==> src/rtl/gpio_irq_pkg.sv <==
package gpio_irq_pkg;
  localparam int unsigned ADDR_W = 4;
  localparam int unsigned DATA_W = 32;
  localparam int unsigned SLOT_W = 4;
  localparam int unsigned PINS_PER_MODE_REG = 8;

  localparam logic [ADDR_W-1:0] OFS_EN      = 4'd0;
  localparam logic [ADDR_W-1:0] OFS_RAW     = 4'd1;
  localparam logic [ADDR_W-1:0] OFS_MASKED  = 4'd2;
  localparam logic [ADDR_W-1:0] OFS_CLR     = 4'd3;
  localparam logic [ADDR_W-1:0] OFS_MSK_SET = 4'd4;
  localparam logic [ADDR_W-1:0] OFS_MSK_CLR = 4'd5;
  localparam logic [ADDR_W-1:0] OFS_DOUT    = 4'd6;
  localparam logic [ADDR_W-1:0] OFS_DIN     = 4'd7;
  localparam logic [ADDR_W-1:0] OFS_DIR     = 4'd8;
  localparam logic [ADDR_W-1:0] OFS_MODE_LO = 4'd9;
  localparam logic [ADDR_W-1:0] OFS_MODE_HI = 4'd10;

  localparam logic [2:0] MODE_FALL   = 3'b000;
  localparam logic [2:0] MODE_RISE   = 3'b001;
  localparam logic [2:0] MODE_LVL_LO = 3'b010;
  localparam logic [2:0] MODE_LVL_HI = 3'b011;
  localparam logic [2:0] MODE_BOTH   = 3'b100;

  function automatic logic mode_hit(input logic [2:0] mode, input logic cur, input logic prev);
    logic h;
    case (mode)
      MODE_FALL:   h = prev & ~cur;
      MODE_RISE:   h = cur & ~prev;
      MODE_LVL_LO: h = ~cur;
      MODE_LVL_HI: h = cur;
      MODE_BOTH:   h = cur ^ prev;
      default:     h = 1'b0;
    endcase
    return h;
  endfunction
endpackage

==> src/rtl/gpio_sync.sv <==
module gpio_sync #(
  parameter int unsigned WIDTH = 16
) (
  input  logic             clk_i,
  input  logic             rst_ni,
  input  logic [WIDTH-1:0] d_i,
  output logic [WIDTH-1:0] q_o
);
  logic [WIDTH-1:0] stg1_q, stg2_q;

  always_ff @(posedge clk_i or negedge rst_ni) begin
    if (!rst_ni) begin
      stg1_q <= '0;
      stg2_q <= '0;
    end else begin
      stg1_q <= d_i;
      stg2_q <= stg1_q;
    end
  end

  assign q_o = stg2_q;
endmodule

==> src/rtl/gpio_irq_detect.sv <==
module gpio_irq_detect
  import gpio_irq_pkg::*;
#(
  parameter int unsigned NPINS = 16
) (
  input  logic                  clk_i,
  input  logic                  rst_ni,
  input  logic [NPINS-1:0]      level_i,
  input  logic [NPINS-1:0][2:0] mode_i,
  input  logic [NPINS-1:0]      en_i,
  input  logic [NPINS-1:0]      clr_i,
  output logic [NPINS-1:0]      raw_o
);
  logic [NPINS-1:0] prev_q, raw_q, hit;

  for (genvar g = 0; g < NPINS; g++) begin : g_pin
    assign hit[g] = mode_hit(mode_i[g], level_i[g], prev_q[g]);
  end

  // a new hit wins over a clear in the same cycle
  always_ff @(posedge clk_i or negedge rst_ni) begin
    if (!rst_ni) begin
      prev_q <= '0;
      raw_q  <= '0;
    end else begin
      prev_q <= level_i;
      raw_q  <= (raw_q & ~clr_i) | (en_i & hit);
    end
  end

  assign raw_o = raw_q;
endmodule

==> src/rtl/gpio_irq_regs.sv <==
module gpio_irq_regs
  import gpio_irq_pkg::*;
#(
  parameter int unsigned NPINS = 16
) (
  input  logic                  clk_i,
  input  logic                  rst_ni,
  input  logic                  req_i,
  input  logic                  we_i,
  input  logic [ADDR_W-1:0]     addr_i,
  input  logic [DATA_W-1:0]     wdata_i,
  input  logic [NPINS-1:0]      din_i,
  input  logic [NPINS-1:0]      raw_i,
  input  logic [NPINS-1:0]      masked_i,
  output logic [NPINS-1:0]      en_o,
  output logic [NPINS-1:0]      mask_o,
  output logic [NPINS-1:0]      dout_o,
  output logic [NPINS-1:0]      dir_o,
  output logic [NPINS-1:0][2:0] mode_o,
  output logic [NPINS-1:0]      clr_o,
  output logic [DATA_W-1:0]     rdata_o
);
  localparam int unsigned PAD = DATA_W - NPINS;

  logic                  wr, rd;
  logic [NPINS-1:0]      wbits;
  logic [NPINS-1:0]      en_q, mask_q, dout_q, dir_q;
  logic [NPINS-1:0][2:0] mode_q;
  logic [DATA_W-1:0]     mode_lo_rd, mode_hi_rd, rd_mux;
  logic [NPINS-1:0]      pin_rd;
  logic                  pin_rd_hit;

  assign wr    = req_i & we_i;
  assign rd    = req_i & ~we_i;
  assign wbits = wdata_i[NPINS-1:0];

  always_ff @(posedge clk_i or negedge rst_ni) begin
    if (!rst_ni) begin
      en_q   <= '0;
      mask_q <= '0;
      dout_q <= '0;
      dir_q  <= '0;
      mode_q <= '0;
    end else if (wr) begin
      case (addr_i)
        OFS_EN:      en_q   <= wbits;
        OFS_MSK_SET: mask_q <= mask_q | wbits;
        OFS_MSK_CLR: mask_q <= mask_q & ~wbits;
        OFS_DOUT:    dout_q <= wbits;
        OFS_DIR:     dir_q  <= wbits;
        default: ;
      endcase
      for (int i = 0; i < NPINS; i++) begin
        if (addr_i == ((i < PINS_PER_MODE_REG) ? OFS_MODE_LO : OFS_MODE_HI))
          mode_q[i] <= wdata_i[(i % PINS_PER_MODE_REG) * SLOT_W +: 3];
      end
    end
  end

  assign clr_o = (wr && addr_i == OFS_CLR) ? wbits : '0;

  always_comb begin
    mode_lo_rd = '0;
    mode_hi_rd = '0;
    for (int i = 0; i < NPINS; i++) begin
      if (i < PINS_PER_MODE_REG) mode_lo_rd[(i % PINS_PER_MODE_REG) * SLOT_W +: 3] = mode_q[i];
      else                       mode_hi_rd[(i % PINS_PER_MODE_REG) * SLOT_W +: 3] = mode_q[i];
    end
  end

  always_comb begin
    pin_rd_hit = 1'b1;
    pin_rd     = '0;
    case (addr_i)
      OFS_EN:      pin_rd = en_q;
      OFS_RAW:     pin_rd = raw_i;
      OFS_MASKED:  pin_rd = masked_i;
      OFS_MSK_SET: pin_rd = mask_q;
      OFS_DOUT:    pin_rd = dout_q;
      OFS_DIN:     pin_rd = din_i;
      OFS_DIR:     pin_rd = dir_q;
      default:     pin_rd_hit = 1'b0;
    endcase
    if (pin_rd_hit)                rd_mux = {{PAD{1'b0}}, pin_rd};
    else if (addr_i == OFS_MODE_LO) rd_mux = mode_lo_rd;
    else if (addr_i == OFS_MODE_HI) rd_mux = mode_hi_rd;
    else                           rd_mux = '0;
  end

  assign rdata_o = rd ? rd_mux : '0;
  assign en_o    = en_q;
  assign mask_o  = mask_q;
  assign dout_o  = dout_q;
  assign dir_o   = dir_q;
  assign mode_o  = mode_q;
endmodule

==> src/rtl/gpio_irq_port.sv <==
module gpio_irq_port
  import gpio_irq_pkg::*;
#(
  parameter int unsigned NPINS = 16
) (
  input  logic              clk_i,
  input  logic              rst_ni,
  input  logic              req_i,
  input  logic              we_i,
  input  logic [3:0]        addr_i,
  input  logic [31:0]       wdata_i,
  output logic [31:0]       rdata_o,
  input  logic [NPINS-1:0]  pin_i,
  output logic [NPINS-1:0]  pin_o,
  output logic [NPINS-1:0]  pin_oe_o,
  output logic              irq_o
);
  logic [NPINS-1:0]      level_w, raw_w, mask_w, en_w, clr_w, dout_w, dir_w, masked_w;
  logic [NPINS-1:0][2:0] mode_w;

  gpio_sync #(.WIDTH(NPINS)) sync_i (
    .clk_i (clk_i),
    .rst_ni(rst_ni),
    .d_i   (pin_i),
    .q_o   (level_w)
  );

  gpio_irq_detect #(.NPINS(NPINS)) detect_i (
    .clk_i  (clk_i),
    .rst_ni (rst_ni),
    .level_i(level_w),
    .mode_i (mode_w),
    .en_i   (en_w),
    .clr_i  (clr_w),
    .raw_o  (raw_w)
  );

  gpio_irq_regs #(.NPINS(NPINS)) regs_i (
    .clk_i   (clk_i),
    .rst_ni  (rst_ni),
    .req_i   (req_i),
    .we_i    (we_i),
    .addr_i  (addr_i),
    .wdata_i (wdata_i),
    .din_i   (level_w),
    .raw_i   (raw_w),
    .masked_i(masked_w),
    .en_o    (en_w),
    .mask_o  (mask_w),
    .dout_o  (dout_w),
    .dir_o   (dir_w),
    .mode_o  (mode_w),
    .clr_o   (clr_w),
    .rdata_o (rdata_o)
  );

  assign masked_w = raw_w & ~mask_w;
  assign irq_o    = |masked_w;
  assign pin_o    = dout_w;
  assign pin_oe_o = dir_w;
endmodule

==> config.mk <==
export PLATFORM = sky130hd
export DESIGN_NAME = gpio_irq_port
export DESIGN_NICKNAME = d
export VERILOG_FILES = /design/src/rtl/gpio_irq_pkg.sv /design/src/rtl/gpio_sync.sv /design/src/rtl/gpio_irq_detect.sv /design/src/rtl/gpio_irq_regs.sv /design/src/rtl/gpio_irq_port.sv
export SDC_FILE = /design/constraint.sdc
export NUM_CORES = 1
export LEC_CHECK = 0
export ABC_AREA = 0
export BUFFER_PORTS_ARGS = -buffer_cell sky130_fd_sc_hd__buf_2
export CORE_AREA = 2 2 124 126
export CTS_CLUSTER_SIZE = 14
export DETAILED_ROUTE_END_ITERATION = 8
export DIE_AREA = 0 0 126 128
export PLACE_DENSITY_LB_ADDON = 0.12
export SLEW_MARGIN = 5
export SYNTH_ARGS = -nofsm -noshare
export SYNTH_HDL_FRONTEND = slang
export SYNTH_SLANG_ARGS = --single-unit
==> constraint.sdc <==
create_clock -name clk_i -period 2.2 [get_ports clk_i]
set_input_delay 0.11 -clock clk_i [delete_from_list [all_inputs] [get_ports clk_i]]
set_output_delay 0.11 -clock clk_i [all_outputs]
set_load 0.1 [all_outputs]
# Yosys cells after proc, flatten, opt, wreduce, memory -nomap -nowiden
# Index checks and enable logic that the tools add are counted.
[op_classes]
mux = 24
n_reduce_logical = 27
eq_ne = 74
bitwise_logic = 92
[op_table]
columns = ["operator", "n"]
rows = [
  ["$pmux 16 s7", 1],
  ["$eq 3x2->1 const B", 32],
  ["$mux 32", 3],
  ["$pmux 1 s5", 16],
  ["$and 16x16->16", 4],
  ["$eq 3x1->1 const B", 16],
  ["$eq 3x3->1 const B", 16],
  ["$logic_not 3->1", 16],
  ["$not 16->16", 3],
  ["$and 1x1->1", 34],
  ["$not 1->1", 33],
  ["$or 16x16->16", 2],
  ["$pmux 16 s2", 1],
  ["$mux 31", 1],
  ["$eq 4x3->1 const B", 4],
  ["$mux 16", 1],
  ["$reduce_or 16->1", 1],
  ["$xor 1x1->1", 16],
  ["$eq 4x4->1 const B", 3],
  ["$reduce_and 2->1", 6],
  ["$eq 4x2->1 const B", 2],
  ["$reduce_or 7->1", 1],
  ["$eq 4x1->1 const B", 1],
  ["$logic_not 4->1", 1],
  ["other kinds (3)", 3],
]
[word_totals]
wordCells = 241
inputBits = 56
regBits = 176
out_inout_bits = 65

# Longest topological paths before layout
[depth]
ltp_word = 6
mapped_depth = 7
depth_no_buf = 6

# Modules after synthesis
# Synthesis repeated with hierarchy kept, for this count alone.
[unflattened]
hier_cells = 841
hier_area_um2 = 9481.6
[modules_own_cells]
columns = ["mod", "n_inst", "area_each_um2", "cells_each"]
rows = [
  ["gpio_irq_regs", 1, 6129.6, 564],
  ["gpio_irq_detect", 1, 2342.2, 224],
  ["gpio_sync", 1, 800.8, 32],
  ["gpio_irq_port", 1, 209.0, 21],
]

# Worst setup path after synthesis
# Ideal clock, no wire load.
[synth_timing]
path_type = "input to output"
startpoint = "in addr_i[2]"
endpoint = "out rdata_o[15]"
stages = 7
n_path_buf = 3
arrival_time_ns = 2.873
setup_slack_ns = -0.783
t_required_ns = 2.090
path_cell_list = "buf_2 or2_1 buf_6 nor3_2 buf_4 a22oi_1 a31oi_1"
[synth_between]
elab_chain_len = 5
[synth_lines]
columns = ["item", "line_no", "rtl"]
rows = [
  ["start: declaration", "gpio_irq_port.sv:10", "input logic [3:0] addr_i,"],
  ["$eq 4x1->1, or another cell as far along", "gpio_irq_regs.sv:74", "case (addr_i)"],
  ["$reduce_or 7->1 (no line)", "--", ""],
  ["$mux 1", "gpio_irq_regs.sv:74", ""],
  ["$mux 32 (*)", "gpio_irq_regs.sv:84", "if (pin_rd_hit) rd_mux = {{PAD{1'b0}}, pin_rd};"],
  ["$mux 32 (*)", "gpio_irq_regs.sv:90", "assign rdata_o = rd ? rd_mux : '0;"],
  ["end: declaration", "gpio_irq_port.sv:12", "output logic [31:0] rdata_o,"],
]
# Every way passes the cells marked *; elsewhere a longest branch is shown, timed or not.

# Worst setup path in the final report
[layout_timing]
startpoint = "reg detect_i.raw_q[0] (netlist: detect_i.raw_o[0])"
endpoint = "out irq_o"
[layout_between]
elab_chain_len = 2
[layout_lines]
columns = ["item", "line_no", "rtl"]
rows = [
  ["start: declaration", "gpio_irq_detect.sv:14", "logic [NPINS-1:0] prev_q, raw_q, hit;"],
  ["start signal: assignment", "gpio_irq_detect.sv:27", "raw_q <= (raw_q & ~clr_i) | (en_i & hit);"],
  ["$and 16x16->16", "gpio_irq_port.sv:57", "assign masked_w = raw_w & ~mask_w;"],
  ["$reduce_or 16->1", "gpio_irq_port.sv:58", "assign irq_o = |masked_w;"],
  ["end: declaration", "gpio_irq_port.sv:16", "output logic irq_o"],
]
# Every way passes these cells.

==> flow_metrics.env <==
export IMPL_cts_path_max_buffers=2
export IMPL_dpl_cell_count=1094
export IMPL_async_flop_share=1.00
export IMPL_drt_wl_total_microns=24900
export IMPL_io_buffers=112
export IMPL_antenna_left=0
export IMPL_critPathTopFamily="simple AND/OR/NAND/NOR gates"
export IMPL_drive_gt1_frac=0.348
export IMPL_numCtsBuffers=17
export IMPL_cts_max_level=4
export IMPL_syn_cell_area_sq_mm=0.00910
export IMPL_antenna_found_initial=0
export IMPL_crit_chain="nand2b_1 > nand2_1 > a221o_1 > or4_4 > buf_12"
export IMPL_fin_crit_ns=2.17
export IMPL_path_buf_inv=1
export IMPL_peakVddDrop_uv=602
export IMPL_ys_seq_area_frac=0.484
export IMPL_cp_max_fo=3
export IMPL_grt_max_degree=57
export IMPL_core_area_sq_mm=0.0149
export IMPL_clk_pin_slew_ns=0.07
export IMPL_maxCapViolCount=0
export IMPL_slowest_stage="or4_4"
export IMPL_cts_sinks=176
export IMPL_synth_area_leader_cell="dfrtp_1"
export IMPL_final_cells=1162
export IMPL_grt_pass1_wl_microns=39900
export IMPL_drv_slew=0
export IMPL_root_buffer="clkbuf_16"
export IMPL_worst_setup_path_type="reg -> out"
export IMPL_setup_violations=0
export IMPL_yosys_top_cells_count="176 x dfrtp_1, 116 x mux2_2, 54 x nand2_1"
export IMPL_worstPathRequired_ns=2.09
export IMPL_synth_edf_count=0
export IMPL_syn_avg_cell_area_sq_um=11.4
export IMPL_insertion_delay_ns=0.44
export IMPL_r2r_slack_ns=0.47
export IMPL_outcome="completed"
export IMPL_wl_per_cell_microns=21.4
export IMPL_end_kind="output pin"
export IMPL_yosys_top_cells_area="dfrtp_1 48%, mux2_2 14%, ha_1 4.4%"
export IMPL_finClkSkew_ns=0.00627
export IMPL_cpPeakStageDelay_ns=0.56
export IMPL_grt_overflow=0
export IMPL_fin_crit_sh=0.987
export IMPL_fp_row_count=45
export IMPL_powerDensity_mw_per_mm2=891
export IMPL_die_h_microns=128
export IMPL_areaGrowthSynthToFinish_pct=27.9
export IMPL_final_hold_violation_count=0
export IMPL_nets=1049
export IMPL_cts_tree="yes"
export IMPL_ios=121
export IMPL_die_w_microns=126
export IMPL_synth_top_cell_area_share=0.484
export IMPL_worst_slew_pin_slew_ns=1.05
export IMPL_die_area_sq_mm=0.0161
export IMPL_ys_ff_latch=176
export IMPL_via_per_inst=6.16
export IMPL_synth_most_common_cell="dfrtp_1"
export IMPL_first_pass_iters=5
export IMPL_drt_iter0_drc=601
export IMPL_maxSlewHeadroom=0.301
export IMPL_drc=0
export IMPL_place_congestion=0.894
export IMPL_start_util=0.612
export IMPL_diodes=0
export IMPL_holdCritPathClass="in -> reg"
export IMPL_yosys_most_used_dff="dfrtp_1"
export IMPL_p_leak_nw=5.26
export IMPL_hpwlAfterDp_microns=16700
export IMPL_yosysUniqueCellTypes=48
export IMPL_netlist_instances=800
export IMPL_start_kind="register"
export IMPL_vias=7161
export IMPL_synth_warnings=0
export IMPL_holdWs_ns=0.00633
export IMPL_grt_pass1_vias=7457
export IMPL_cp_arrival_ns=2.06
export IMPL_grtUsageTotal=0.318
export IMPL_fmax_mhz=460
[where the power goes]
group	switching (W)	internal (W)	leakage [nW]
sequential	0.000608	0.00382	2.11
clock	0.00134	0.00172	0.280
combinational	0.00185	0.00104	2.87
total	0.00380	0.00657	5.26
[cell type report]
| class | count | area, sq um |
|---|---|---|
| Multi-Input combinational cell | 531 | 4530 |
| Inverter | 49 | 184 |
| Clock buffer | 18 | 439 |
| Sequential cell | 176 | 4400 |
| Tap cell | 188 | 235 |
| Clock inverter | 14 | 156 |
| Fill cell | 937 | 3230 |
| Timing Repair Buffer | 186 | 1690 |
[cells in the final DEF, fill, tap and decap left out, types with 2 or more instances in the layout]
master,count
clkinvlp_4,4
a22o_1,16
nor3_1,16
nor3_2,4
nand2_1,54
clkbuf_16,17
nand4_1,2
a22oi_1,41
o311ai_0,12
a31oi_4,14
mux2_4,10
nor2b_1,26
bufinv_16,2
nor2_1,16
conb_1,4
nand3_1,15
o21ai_0,40
ha_1,32
dlygate4sd3_1,34
buf_4,36
nor4_4,2
nand3b_1,2
xnor2_1,16
clkinv_4,3
nor3_4,4
a21oi_1,15
mux2_2,116
inv_6,4
o21ai_1,2
dfrtp_1,176
buf_12,33
nand2b_1,20
mux2i_1,32
buf_2,82
inv_1,49
[metal layers]
metal / track usage / wire length [microns] / vias up
met2: 0.527 / 12200 / 334
met5: 0 / 0 / -
li1: - / - / 3163
met1: 0.416 / 10200 / 3603
met4: 0.125 / 777 / 0
met3: 0.0626 / 1720 / 61
[through the flow]
stage | cell area (sq um) | util | worst slack [ns] | setup TNS, ns | power [W]
after global placement | 10700 | 0.717 | -0.0388 | -0.205 | 0.00710
after detailed placement | 10700 | 0.717 | -0.144 | -1.57 | 0.00723
after CTS | 11600 | 0.781 | 0.0346 | 0 | 0.0103
after global routing | 11600 | 0.783 | -0.00958 | -0.00958 | 0.0108
final | 11600 | 0.783 | 0.0283 | 0 | 0.0104
after floorplan | 9340 | - | -0.397 | -4.47 | 0.00643
[logic make-up (layout without fill, tap and decap cells)]
kind of cell	count (synthesis)	after routing	share of synthesized area
XOR/XNOR	17	17	0.0164
adder cells (fa/ha/maj)	32	32	0.0440
buffers and inverters	96	267	0.0478
AO/OA/AOI/OAI	152	152	0.112
flip-flops	176	176	0.484
AND/OR/NAND/NOR	168	168	0.100
other	1	4	0.000412
multiplexers	158	158	0.195
[registers in the layout, summed over array words and instances (netlist names), named ones only]
name	cells
regs_i.en_o	16
regs_i.mode_o	48
detect_i.prev_q	16
sync_i.q_o	16
sync_i.stg1_q	16
regs_i.dir_o	16
regs_i.dout_o	16
detect_i.raw_o	16
[final timing paths]
kind	start	to	cells after the start
min in group asynchronous	rst_ni	detect_i.prev_q[7]	2
setup reg to reg	sync_i.q_o[3]	detect_i.raw_o[3]	6
setup / recovery	detect_i.raw_o[0]	irq_o	5
hold / removal	wdata_i[13]	regs_i.en_o[13]	2
hold reg to reg	sync_i.stg1_q[8]	sync_i.q_o[8]	0
max in group asynchronous	rst_ni	regs_i.dir_o[5]	3
[what timing repair did]
| item | in CTS | in global routing |
|---|---|---|
| resized for setup | 5 | 2 |
| hold buffers | 34 | 0 |
| hold endpoints to repair | 109 | 0 |
| buffers inserted | 0 | 2 |
| endpoints found under the setup margin | 15 | 9 |
No activity file was read; power rests on OpenSTA's default activity.
